**config.mk**
```make
export PLATFORM = sky130hd
export DESIGN_NAME = ce_copy_engine
export DESIGN_NICKNAME = d
export VERILOG_FILES = /design/src/rtl/ce_pkg.sv /design/src/rtl/ce_ring_idx.sv /design/src/rtl/ce_regs.sv /design/src/rtl/ce_engine.sv /design/src/rtl/ce_copy_engine.sv
export SDC_FILE = /design/constraint.sdc
export NUM_CORES = 1
export LEC_CHECK = 0
export BUFFER_PORTS_ARGS = -buffer_cell sky130_fd_sc_hd__buf_2
export CAP_MARGIN = 30
export CORE_MARGIN = 2
export CORE_UTILIZATION = 42
export DETAILED_ROUTE_END_ITERATION = 10
export PLACE_DENSITY_LB_ADDON = 0.2
export RECOVER_POWER = 50
export SLEW_MARGIN = 10
export SYNTH_ARGS = -nofsm -noshare
export SYNTH_HDL_FRONTEND = slang
export SYNTH_HIERARCHICAL = 1
export SYNTH_SLANG_ARGS = --single-unit
export TNS_END_PERCENT = 50
```
**constraint.sdc**
```tcl
create_clock -name clk -period 13.9 [get_ports clk]
set_clock_uncertainty 0.2 [all_clocks]
set_input_delay 2.085 -clock clk [delete_from_list [all_inputs] [get_ports clk]]
set_output_delay 2.085 -clock clk [all_outputs]
set_load 0.005 [all_outputs]
```
**src/rtl/ce_pkg.sv**
```systemverilog
// Package: shared constants and types of the descriptor-ring copy engine.
// Assumes the descriptor format of two little-endian 32-bit words.
package ce_pkg;
    localparam int LEN_W      = 16;  // descriptor byte-count field
    localparam int FLAG_W     = 16;  // descriptor flags field
    localparam int FLG_GATHER = 0;
    localparam int FLG_SWAP   = 1;

    localparam logic [3:0] RG_SRC_BASE = 4'd0;
    localparam logic [3:0] RG_SRC_CNT  = 4'd1;
    localparam logic [3:0] RG_SRC_WR   = 4'd2;
    localparam logic [3:0] RG_SRC_RD   = 4'd3;
    localparam logic [3:0] RG_DST_BASE = 4'd4;
    localparam logic [3:0] RG_DST_CNT  = 4'd5;
    localparam logic [3:0] RG_DST_WR   = 4'd6;
    localparam logic [3:0] RG_DST_RD   = 4'd7;
    localparam logic [3:0] RG_MAXLEN   = 4'd8;
    localparam logic [3:0] RG_INT_EN   = 4'd9;
    localparam logic [3:0] RG_INT_PND  = 4'd10;
    localparam logic [3:0] RG_SRC_MARK = 4'd11;
    localparam logic [3:0] RG_DST_MARK = 4'd12;

    typedef enum logic [3:0] {
        ST_IDLE, ST_SD0, ST_SD1, ST_CHECK, ST_DD0,
        ST_RDW, ST_WRW, ST_SEG, ST_WB
    } eng_state_t;

    function automatic logic [31:0] swap32(input logic [31:0] w);
        return {w[7:0], w[15:8], w[23:16], w[31:24]};
    endfunction
endpackage

```
**src/rtl/ce_ring_idx.sv**
```systemverilog
// Module: hardware read index of one descriptor ring.
// Advances by one modulo the ring size; assumes the size is a power of two
// and is not changed while the ring holds outstanding descriptors.
module ce_ring_idx #(
    parameter int IDX_W = 8
) (
    input  logic             clk,
    input  logic             rst_n,
    input  logic [IDX_W-1:0] mask,
    input  logic             adv,
    output logic [IDX_W-1:0] idx
);
    // Index register: cleared by reset, stepped and wrapped on adv.
    always_ff @(posedge clk) begin
        if (!rst_n)   idx <= '0;
        else if (adv) idx <= (idx + 1'b1) & mask;
    end


    idx_in_range_chk: assert property (@(posedge clk) disable iff (!rst_n)
        (idx & ~mask) == '0);
endmodule

```
**src/rtl/ce_regs.sv**
```systemverilog
// Module: register file of the copy engine.
// Holds ring configuration, limits, enables and the write-one-to-clear
// pending bits; read data is a combinational mux on cfg_addr.
module ce_regs
    import ce_pkg::*;
#(
    parameter int IDX_W       = 8,
    parameter int DEF_ENTRIES = 16
) (
    input  logic              clk,
    input  logic              rst_n,
    input  logic              cfg_wr,
    input  logic [3:0]        cfg_addr,
    input  logic [31:0]       cfg_wdata,
    output logic [31:0]       cfg_rdata,
    input  logic              done_evt,
    input  logic              err_evt,
    input  logic [IDX_W-1:0]  src_rd,
    input  logic [IDX_W-1:0]  dst_rd,
    output logic [31:0]       src_base,
    output logic [31:0]       dst_base,
    output logic [IDX_W-1:0]  src_mask,
    output logic [IDX_W-1:0]  dst_mask,
    output logic [IDX_W-1:0]  src_wr_m,
    output logic [IDX_W-1:0]  dst_wr_m,
    output logic [LEN_W-1:0]  maxlen,
    output logic              irq
);
    localparam int CNT_W = IDX_W + 1;
    localparam logic [31:0] MARK_RST = {16'(DEF_ENTRIES), 16'h0000};

    logic [31:0]      base_q [2];
    logic [CNT_W-1:0] cnt_q  [2];
    logic [IDX_W-1:0] wr_q   [2];
    logic [31:0]      mark_q [2];
    logic [IDX_W-1:0] mask_w [2];
    logic [1:0]       int_en;
    logic [1:0]       int_pnd;

    for (genvar r = 0; r < 2; r++) begin : g_ring
        localparam logic [3:0] OFS = 4'(4 * r);
        // Per-ring configuration registers.
        always_ff @(posedge clk) begin
            if (!rst_n) begin
                base_q[r] <= '0;
                cnt_q[r]  <= CNT_W'(DEF_ENTRIES);
                wr_q[r]   <= '0;
                mark_q[r] <= MARK_RST;
            end else if (cfg_wr) begin
                if (cfg_addr == OFS + RG_SRC_BASE) base_q[r] <= cfg_wdata;
                if (cfg_addr == OFS + RG_SRC_CNT)  cnt_q[r]  <= cfg_wdata[CNT_W-1:0];
                if (cfg_addr == OFS + RG_SRC_WR)   wr_q[r]   <= cfg_wdata[IDX_W-1:0];
                if (cfg_addr == RG_SRC_MARK + 4'(r)) mark_q[r] <= cfg_wdata;
            end
        end
        assign mask_w[r] = IDX_W'(cnt_q[r] - 1'b1);
    end

    // Limit and enable registers.
    always_ff @(posedge clk) begin
        if (!rst_n) begin
            maxlen <= '1;
            int_en <= '0;
        end else if (cfg_wr) begin
            if (cfg_addr == RG_MAXLEN) maxlen <= cfg_wdata[LEN_W-1:0];
            if (cfg_addr == RG_INT_EN) int_en <= cfg_wdata[1:0];
        end
    end

    // Pending bits: set by events, cleared by writing ones; set wins.
    always_ff @(posedge clk) begin
        if (!rst_n) int_pnd <= '0;
        else begin
            int_pnd <= (int_pnd & ~((cfg_wr && cfg_addr == RG_INT_PND) ? cfg_wdata[1:0] : 2'b00))
                       | {err_evt, done_evt};
        end
    end

    // Read-back mux.
    always_comb begin
        case (cfg_addr)
            RG_SRC_BASE: cfg_rdata = base_q[0];
            RG_SRC_CNT:  cfg_rdata = 32'(cnt_q[0]);
            RG_SRC_WR:   cfg_rdata = 32'(wr_q[0]);
            RG_SRC_RD:   cfg_rdata = 32'(src_rd);
            RG_DST_BASE: cfg_rdata = base_q[1];
            RG_DST_CNT:  cfg_rdata = 32'(cnt_q[1]);
            RG_DST_WR:   cfg_rdata = 32'(wr_q[1]);
            RG_DST_RD:   cfg_rdata = 32'(dst_rd);
            RG_MAXLEN:   cfg_rdata = 32'(maxlen);
            RG_INT_EN:   cfg_rdata = 32'(int_en);
            RG_INT_PND:  cfg_rdata = 32'(int_pnd);
            RG_SRC_MARK: cfg_rdata = mark_q[0];
            RG_DST_MARK: cfg_rdata = mark_q[1];
            default:     cfg_rdata = '0;
        endcase
    end

    assign src_base = base_q[0];
    assign dst_base = base_q[1];
    assign src_mask = mask_w[0];
    assign dst_mask = mask_w[1];
    assign src_wr_m = wr_q[0] & mask_w[0];
    assign dst_wr_m = wr_q[1] & mask_w[1];
    assign irq      = |(int_pnd & int_en);


    done_flag_source_chk: assert property (@(posedge clk) disable iff (!rst_n)
        $rose(int_pnd[0]) |-> $past(done_evt));

    err_flag_source_chk: assert property (@(posedge clk) disable iff (!rst_n)
        $rose(int_pnd[1]) |-> $past(err_evt));
endmodule

```
**src/rtl/ce_engine.sv**
```systemverilog
// Module: transfer sequencer of the copy engine.
// Fetches source descriptors, opens a receive buffer, copies words with
// optional byte reversal, merges gather chains and writes the receive
// descriptor back. One memory access outstanding; mem_req is held until
// mem_ack. Assumes word-aligned buffers.
module ce_engine
    import ce_pkg::*;
#(
    parameter int IDX_W = 8
) (
    input  logic             clk,
    input  logic             rst_n,
    input  logic [31:0]      src_base,
    input  logic [31:0]      dst_base,
    input  logic [IDX_W-1:0] src_rd,
    input  logic [IDX_W-1:0] dst_rd,
    input  logic [IDX_W-1:0] src_wr_m,
    input  logic [IDX_W-1:0] dst_wr_m,
    input  logic [LEN_W-1:0] maxlen,
    output logic             mem_req,
    output logic             mem_we,
    output logic [31:0]      mem_addr,
    output logic [31:0]      mem_wdata,
    input  logic             mem_ack,
    input  logic [31:0]      mem_rdata,
    output logic             src_adv,
    output logic             dst_adv,
    output logic             done_evt,
    output logic             err_evt
);
    localparam int PAD_W = 32 - IDX_W - 3;

    eng_state_t        state;
    logic [31:0]       sptr, dptr, data_q;
    logic [LEN_W-1:0]  cur_len, acc;
    logic [FLAG_W-1:0] cur_flags;
    logic [LEN_W-2:0]  words_left;
    logic              open_q;
    logic [LEN_W:0]    len_p3;
    logic [31:0]       src_desc, dst_desc;
    logic              too_long, dst_avail;

    assign src_desc  = src_base + {{PAD_W{1'b0}}, src_rd, 3'b000};
    assign dst_desc  = dst_base + {{PAD_W{1'b0}}, dst_rd, 3'b000};
    assign len_p3    = {1'b0, mem_rdata[LEN_W-1:0]} + (LEN_W+1)'(3);
    assign too_long  = cur_len > maxlen;
    assign dst_avail = dst_rd != dst_wr_m;

    // Sequencer: one state per memory access, plus check and segment end.
    always_ff @(posedge clk) begin
        if (!rst_n) begin
            state      <= ST_IDLE;
            sptr       <= '0;
            dptr       <= '0;
            data_q     <= '0;
            cur_len    <= '0;
            cur_flags  <= '0;
            words_left <= '0;
            acc        <= '0;
            open_q     <= 1'b0;
        end else begin
            case (state)
                ST_IDLE:  if (src_rd != src_wr_m) state <= ST_SD0;
                ST_SD0:   if (mem_ack) begin
                              sptr  <= mem_rdata;
                              state <= ST_SD1;
                          end
                ST_SD1:   if (mem_ack) begin
                              cur_len    <= mem_rdata[LEN_W-1:0];
                              cur_flags  <= mem_rdata[31:16];
                              words_left <= len_p3[LEN_W:2];
                              state      <= ST_CHECK;
                          end
                ST_CHECK: if (!too_long) begin
                              if (!open_q) begin
                                  if (dst_avail) state <= ST_DD0;
                              end else if (words_left == '0) state <= ST_SEG;
                              else state <= ST_RDW;
                          end
                ST_DD0:   if (mem_ack) begin
                              dptr   <= mem_rdata;
                              acc    <= '0;
                              open_q <= 1'b1;
                              state  <= ST_CHECK;
                          end
                ST_RDW:   if (mem_ack) begin
                              data_q <= cur_flags[FLG_SWAP] ? swap32(mem_rdata) : mem_rdata;
                              sptr   <= sptr + 32'd4;
                              state  <= ST_WRW;
                          end
                ST_WRW:   if (mem_ack) begin
                              dptr       <= dptr + 32'd4;
                              words_left <= words_left - 1'b1;
                              state      <= (words_left == (LEN_W-1)'(1)) ? ST_SEG : ST_RDW;
                          end
                ST_SEG:   begin
                              acc   <= acc + cur_len;
                              state <= cur_flags[FLG_GATHER] ? ST_IDLE : ST_WB;
                          end
                ST_WB:    if (mem_ack) begin
                              open_q <= 1'b0;
                              state  <= ST_IDLE;
                          end
                default:  state <= ST_IDLE;
            endcase
        end
    end

    // Memory request decode from the current state.
    always_comb begin
        mem_req   = 1'b1;
        mem_we    = 1'b0;
        mem_addr  = '0;
        mem_wdata = '0;
        case (state)
            ST_SD0: mem_addr = src_desc;
            ST_SD1: mem_addr = src_desc + 32'd4;
            ST_DD0: mem_addr = dst_desc;
            ST_RDW: mem_addr = sptr;
            ST_WRW: begin
                mem_we    = 1'b1;
                mem_addr  = dptr;
                mem_wdata = data_q;
            end
            ST_WB: begin
                mem_we    = 1'b1;
                mem_addr  = dst_desc + 32'd4;
                mem_wdata = {cur_flags[FLAG_W-1:2], cur_flags[FLG_SWAP], 1'b0, acc};
            end
            default: mem_req = 1'b0;
        endcase
    end

    assign src_adv  = (state == ST_SEG);
    assign dst_adv  = (state == ST_WB) && mem_ack;
    assign done_evt = dst_adv;
    assign err_evt  = (state == ST_CHECK) && too_long;


    no_oversize_consume_chk: assert property (@(posedge clk) disable iff (!rst_n)
        src_adv |-> (cur_len <= maxlen));

    no_empty_dst_fetch_chk: assert property (@(posedge clk) disable iff (!rst_n)
        (state == ST_DD0) |-> dst_avail);

    req_hold_chk: assert property (@(posedge clk) disable iff (!rst_n)
        (mem_req && !mem_ack) |=> (mem_req && $stable(mem_addr) && $stable(mem_we)));
endmodule

```
**src/rtl/ce_copy_engine.sv**
```systemverilog
// Module: top of the single-channel descriptor-ring copy engine.
// Joins the register file, the two ring read indices and the sequencer.
module ce_copy_engine
    import ce_pkg::*;
#(
    parameter int IDX_W       = 8,
    parameter int DEF_ENTRIES = 16
) (
    input  logic        clk,
    input  logic        rst_n,
    input  logic        cfg_wr,
    input  logic [3:0]  cfg_addr,
    input  logic [31:0] cfg_wdata,
    output logic [31:0] cfg_rdata,
    output logic        irq,
    output logic        mem_req,
    output logic        mem_we,
    output logic [31:0] mem_addr,
    output logic [31:0] mem_wdata,
    input  logic        mem_ack,
    input  logic [31:0] mem_rdata
);
    logic [IDX_W-1:0] ring_rd   [2];
    logic [IDX_W-1:0] ring_mask [2];
    logic [1:0]       ring_adv;
    logic [31:0]      src_base, dst_base;
    logic [IDX_W-1:0] src_wr_m, dst_wr_m;
    logic [LEN_W-1:0] maxlen;
    logic             done_evt, err_evt, src_adv, dst_adv;

    ce_regs #(.IDX_W(IDX_W), .DEF_ENTRIES(DEF_ENTRIES)) u_regs (
        .clk(clk), .rst_n(rst_n), .cfg_wr(cfg_wr), .cfg_addr(cfg_addr),
        .cfg_wdata(cfg_wdata), .cfg_rdata(cfg_rdata),
        .done_evt(done_evt), .err_evt(err_evt),
        .src_rd(ring_rd[0]), .dst_rd(ring_rd[1]),
        .src_base(src_base), .dst_base(dst_base),
        .src_mask(ring_mask[0]), .dst_mask(ring_mask[1]),
        .src_wr_m(src_wr_m), .dst_wr_m(dst_wr_m),
        .maxlen(maxlen), .irq(irq)
    );

    assign ring_adv = {dst_adv, src_adv};

    for (genvar g = 0; g < 2; g++) begin : g_idx
        ce_ring_idx #(.IDX_W(IDX_W)) u_idx (
            .clk(clk), .rst_n(rst_n), .mask(ring_mask[g]),
            .adv(ring_adv[g]), .idx(ring_rd[g])
        );
    end

    ce_engine #(.IDX_W(IDX_W)) u_eng (
        .clk(clk), .rst_n(rst_n),
        .src_base(src_base), .dst_base(dst_base),
        .src_rd(ring_rd[0]), .dst_rd(ring_rd[1]),
        .src_wr_m(src_wr_m), .dst_wr_m(dst_wr_m), .maxlen(maxlen),
        .mem_req(mem_req), .mem_we(mem_we), .mem_addr(mem_addr),
        .mem_wdata(mem_wdata), .mem_ack(mem_ack), .mem_rdata(mem_rdata),
        .src_adv(src_adv), .dst_adv(dst_adv),
        .done_evt(done_evt), .err_evt(err_evt)
    );


    wb_before_index_chk: assert property (@(posedge clk) disable iff (!rst_n)
        !$stable(ring_rd[1]) |-> $past(mem_req && mem_we && mem_ack));
endmodule

```
After elaboration in Yosys (flattened, before gate mapping)
Memory sizes are Yosys's and may differ from the RTL's.
Index checks and enable logic that the tools add are counted.
- register bits after elaboration: 200
- bits in writable memories: 162
- input port bits: 72
- memories kept: 4
- memory list (memory ; words ; bits a word ; rd ports ; clocked after Yosys merged registers in ; wr ports ; line ; RTL):
    u_regs.base_q ; 2 ; 32 ; 2 ; 0 ; 2 ; ce_regs.sv:32 ; logic [31:0] base_q [2];
    u_regs.mark_q ; 2 ; 32 ; 2 ; 0 ; 2 ; ce_regs.sv:35 ; logic [31:0] mark_q [2];
    u_regs.cnt_q ; 2 ; 9 ; 2 ; 0 ; 2 ; ce_regs.sv:33 ; logic [CNT_W-1:0] cnt_q [2];
    u_regs.wr_q ; 2 ; 8 ; 2 ; 0 ; 2 ; ce_regs.sv:34 ; logic [IDX_W-1:0] wr_q [2];
- add/sub/neg operators: 13
- order comparisons: 1
- equal/unequal tests: 33
- mux-type cells: 74
- bitwise logic cells: 16
- reduce and logical (&&, ||, !) cells: 25
- operators with widths (operator ; count):
    $pmux W32 S13 ; 1
    $mux W32 ; 8
    $pmux W32 S2 ; 3
    $pmux W32 S6 ; 1
    $add A32 B3 Y32 const B ; 4
    $add A32 B11 Y32 ; 2
    $mux W4 ; 10
    $mux W1 ; 37
    $and A8 B8 Y8 ; 4
    $eq A4 B3 Y1 const B ; 8
    $pmux W16 S2 ; 1
    $pmux W4 S8 ; 1
    $mux W15 ; 2
    $pmux W15 S2 ; 1
    $eq A4 B4 Y1 const B ; 6
    $mux W9 ; 2
    $add A16 B2 Y17 const B ; 1
    $add A16 B16 Y16 ; 1
    $add A8 B1 Y8 const B ; 2
    $eq A4 B2 Y1 const B ; 4
    $gt A16 B16 Y1 ; 1
    $mux W16 ; 1
    $mux W8 ; 2
    $ne A8 B8 Y1 ; 2
    22 further kinds ; 57

Depth between registers and ports, before layout
An unclocked memory read counts as a cell.
- word-level depth: 8
- depth in mapped cells: 18
- depth with buffers taken out: 13

Cells and area by module
The synthesis kept the hierarchy.
- by module, submodules not included (module ; times used ; cells an instance ; area an instance (um2)):
    ce_engine ; 1 ; 1960 ; 14360.0
    ce_regs ; 1 ; 729 ; 8702.1
    ce_ring_idx ; 2 ; 44 ; 376.6

Worst setup path before layout
OpenSTA, ideal clock, no wires.
- kind: register -> output
- from: register u_eng.state[2]
- to: output mem_addr[28]
- arrival: 3.855 ns
- path slack: 7.760 ns
- cell stages (with the launch flop): 18
- buffers on the path: 6
- path through: dfxtp_1 -> clkbuf_1 -> nor4b_2 -> buf_2 -> buf_1 -> clkbuf_1 -> buf_1 -> nand2_1 -> nand2_1 -> ha_1 -> o2111ai_2 -> or2_1 -> buf_6 -> a21oi_4 -> nand3_2 -> nor3_2 -> o211ai_1 -> or3_1
- cells in the longest elaborated chain, start to end: 2
- elaborated cells on any way between the ends: 7
- those cells by class: 6 x eq/ne; 1 x mux
- ends and longest elaborated chain (item ; line ; RTL):
    from (decl) ; ce_engine.sv:33 ; eng_state_t state;
    from (signal assigned) ; ce_engine.sv:94 ; state <= (words_left == (LEN_W-1)'(1)) ? ST_SEG : ST_RDW;
    from (signal assigned) ; ce_engine.sv:98 ; state <= cur_flags[FLG_GATHER] ? ST_IDLE : ST_WB;
    $eq A4 B4 Y1, or another cell as far along ; ce_engine.sv:115 ; case (state)
    $pmux W32 S6 (*) ; ce_engine.sv:115 ;
    to (decl) ; ce_copy_engine.sv:18 ; output logic [31:0] mem_addr,
Every way passes the cells marked *; elsewhere a longest branch is shown, timed or not.

Worst setup path after layout
- from: input rst_n
- to: register u_eng.dptr[3]
- RTL lines (item ; line ; RTL):
    from (decl) ; ce_copy_engine.sv:10 ; input logic rst_n,
    to (signal assigned) ; ce_engine.sv:81 ; dptr <= mem_rdata;
    to (signal assigned) ; ce_engine.sv:92 ; dptr <= dptr + 32'd4;
    to (decl) ; ce_engine.sv:34 ; logic [31:0] sptr, dptr, data_q;
No word-level cell between the ends.

==> out/metrics.yaml <==
worst_hold_path:
  holdPathEnd: "u_eng/sptr[0]"
  min_path_cells: 2
  worstHoldStart: "u_eng/sptr[0]"
  worst_hold_path_type: "register to register"
placed_design:
  dp_hpwl_um: 63980
  portBuffers: 170
  pre_cts_ws_ps: 7155
  gp_congestion: 0.9686
setup_path:
  reg2reg_slack_ps: 10100
  worstRegToRegCells: 12
  end_kind: "register"
  r2r-end: "u_eng/state[1]"
  critPathMaxFanout: 88
  required_ps: 14190
  critPathKind: "input port to register"
  r2r-start: "u_regs/cnt_q[0][2]"
  cp-start-kind: "input port"
  worstPathArrival_ps: 8750
global_routing:
  use_met2_pct: 44.17
  grtUsageMet3_pct: 3.922
  use_met1_pct: 42.05
  gr-total-overflow: 0
  grt_pass1_vias: 20840
  grt_max_degree: 89
  grt_pass1_wl_um: 131800
  grt_busiest_layer: "met2"
  track_usage_pct: 28.99
  grt_antenna_before_repair: 3
timing:
  finalSetupViolations: 0
  fin_crit_ps: 8461
  finalCritPeriodShare_pct: 60.87
  max_freq_ghz: 0.1182
  relSlewSlack_pct: -159.1
  setup_tns_ps: 0
  setup_slack_ps: 5439
  hold_viol_final: 0
  finalMaxSlewViolations: 284
  grt_setup_unrepaired: "no"
  worst_slew_pin_slew_ps: 3887
cts:
  postCtsSetupBuffers: 0
  htreeDepth: 2
  cts_num_sinks: 362
  clkSlewWorstSetupHoldPaths_ps: 50
  cts_tree: "built"
  cts_made_buffers: 43
  clk_path_buf_depth: 3
  cts_root_buf: "clkbuf_16"
  clock_insertion_delay_worst_skew_ps: 600
  cts-resized-gates: 0
  cts-hold-fix-buffers: 0
power:
  pwr-share-clk_pct: 35.7
  combPwrFrac_pct: 24.1
  p_switching_mw: 1.084
  intPower_mw: 2.088
  power_density_mw_per_mm2: 119.5
  p_leak_nw: 10.49
  seq_power_share_pct: 40.2
  netSwitchingFraction_pct: 34.17
  irDropWorstVdd_uv: 91.69
synth:
  synth.top_cell.area_share_pct: 20.43
  synth_seq_area_share_pct: 37.24
  synth-edff-count: 162
  synth_top_area_cell: "edfxtp_1"
  yosysWarnings: 6
  synth-seq-cells: 362
  async_flop_share_pct: 0
  synthCells: 2777
  synth_area_mm2: 0.02382
  yosys_most_used_dff: "dfxtp_1"
  synth_fp_nets: 2908
  postSynthAreaPerCell_um2: 8.576
  yosysUniqueCellTypes: 101
  synthTopCellsByArea: "edfxtp_1 20%, dfxtp_1 17%, nand2_1 5.8%, and2_1 5.1%, o21ai_0 3.1%"
die:
  ios: 171
  core_mm2: 0.05628
  die_w_um: 242.1
  initial_core_util_pct: 42.32
  die_area_mm2: 0.05862
  dieHeight_um: 242.1
  num_rows: 87
detailed_routing:
  vias: 22500
  first_iter_violations: 2643
  drc: 0
  antenna_left: 0
  drt_wl_total_um: 87940
  avgViaCountPerCell: 6.179
  wire_per_inst_um: 24.15
  drtPass1Iterations: 6
run:
  maxCapViolCount: 6
finish:
  syn2layout_area_growth_pct: 11.43
  drive_above_1_share_pct: 11.30
  seqCellArea_mm2: 0.008870
  multi_input_area_mm2: 0.01394
  nFillCells: 5526
  nets: 2982
run_status:
  outcome: "finished with violations"
  violations: "max-capacitance violations, max-slew violations"
==> power groups by stage <==
stage	Sequential [mW]	Combinational [mW]	Clock [mW]
3_5_place_dp	1.29	0.753	0
6_report	1.28	0.765	1.13
5_1_grt	1.28	0.824	1.19
4_1_cts	1.27	0.756	1.15
2_1_floorplan	1.25	0.465	0
3_3_place_gp	1.29	0.739	0
==> stage by stage <==
stage                     power [mW]  util, %  hold slack [ps]  instance area, µm²  cells
after CTS                      3.172    47.38            265.9               26660   3640
after global routing           3.298    47.15            276.2               26530   3640
after global placement         2.029    44.68            242.8               25140   3553
final                          3.172    47.15            266.3               26540   3641
after floorplan                1.712        -            230.1               23820   2777
after detailed placement       2.046    44.93            257.8               25290   3562
==> cells in the mapped netlist, types with 9 or more instances <==
| cell | number |
|---|---|
| buf_1 | 18 |
| dfxtp_1 | 200 |
| nand2b_1 | 18 |
| a211oi_1 | 16 |
| a21oi_1 | 124 |
| a21boi_0 | 54 |
| a22o_1 | 35 |
| xnor2_1 | 78 |
| edfxtp_1 | 162 |
| buf_2 | 32 |
| o21ai_0 | 149 |
| nand4_1 | 47 |
| clkbuf_1 | 125 |
| o31ai_1 | 12 |
| nor3_1 | 59 |
| nor2b_1 | 41 |
| o211ai_1 | 23 |
| nor2_1 | 182 |
| and3_1 | 31 |
| a31oi_1 | 23 |
| or3_1 | 18 |
| ha_1 | 56 |
| inv_1 | 60 |
| nor4_1 | 12 |
| nor3b_1 | 12 |
| a32oi_1 | 9 |
| o21a_1 | 19 |
| mux2i_1 | 59 |
| o22ai_1 | 18 |
| nand2_1 | 370 |
| a21o_1 | 20 |
| o211a_1 | 37 |
| a22oi_1 | 96 |
| nand3_1 | 93 |
| a222oi_1 | 15 |
| nand3b_1 | 13 |
| and2_1 | 196 |
| xor2_1 | 54 |
==> how the worst max path moves through the flow <==
stage                                startpoint             end  slack [ps]  depth (start not counted)
after global routing                      rst_n  u_eng/sptr[22]        4970                          5
after CTS                 g_idx[1].u_idx/idx[0]    mem_addr[17]        6520                         14
after floorplan                  u_eng/state[2]    mem_addr[28]        7760                         17
final                                     rst_n   u_eng/dptr[3]        5440                          6
after global placement              cfg_addr[1]    cfg_rdata[5]        7160                          6
after detailed placement  g_idx[1].u_idx/idx[0]    mem_addr[17]        7160                         14
==> placed cells by master (no fill, tap or decap), types with 61 or more instances in the layout <==
| cell | Yosys | routed |
|---|---|---|
| nand2_1 | 370 | 369 |
| xnor2_1 | 78 | 78 |
| nand3_1 | 93 | 93 |
| a22oi_1 | 96 | 96 |
| and2_1 | 196 | 123 |
| edfxtp_1 | 162 | 162 |
| o21ai_0 | 149 | 149 |
| inv_1 | 60 | 61 |
| buf_2 | 32 | 168 |
| nor2_1 | 182 | 177 |
| and2_0 | 0 | 73 |
| dfxtp_1 | 200 | 199 |
| a21oi_1 | 124 | 124 |
==> layout make-up <==
cell class,instances,area share [%]
clock inverter,14,0.5988
clock buffer,64,4.578
inverter,62,0.8770
antenna,1,0.009430
timing repair buffer,215,4.404
multi-input combinational,2167,52.54
tap,756,3.565
sequential,362,33.42
==> registers in the layout, indices dropped and copies added (netlist names), 18 cells and up <==
register       count
u_eng/data_q      32
u_eng/sptr        32
u_eng/dptr        32
u_regs/base_q     64
u_regs/mark_q     64
u_regs/cnt_q      18
==> metal layers <==
metal / vias up / part of all wire, %
met2: 1069 / 43
met5: - / 0
met4: 0 / 3.7
met1: 10940 / 45
met3: 157 / 8.3
li1: 10340 / -
==> worst max-delay path, cell delays in order <==
cell,delay (ps)
clkbuf_1,990
clkbuf_1,1970
clkbuf_1,2820
inv_1,110
buf_4,440
a311oi_1,240
==> kinds of logic after synthesis <==
logic type | Yosys count | synth area share (%)
xor gates and xnor gates | 132 | 4.854
muxes | 67 | 2.905
buffers and inverters | 248 | 4.345
adders and majority gates | 59 | 3.194
AOI/OAI and AO/OA | 753 | 22.38
DFF | 362 | 37.24
and+or+nand+nor | 1156 | 25.08
(Power assumes the default switching activity.)
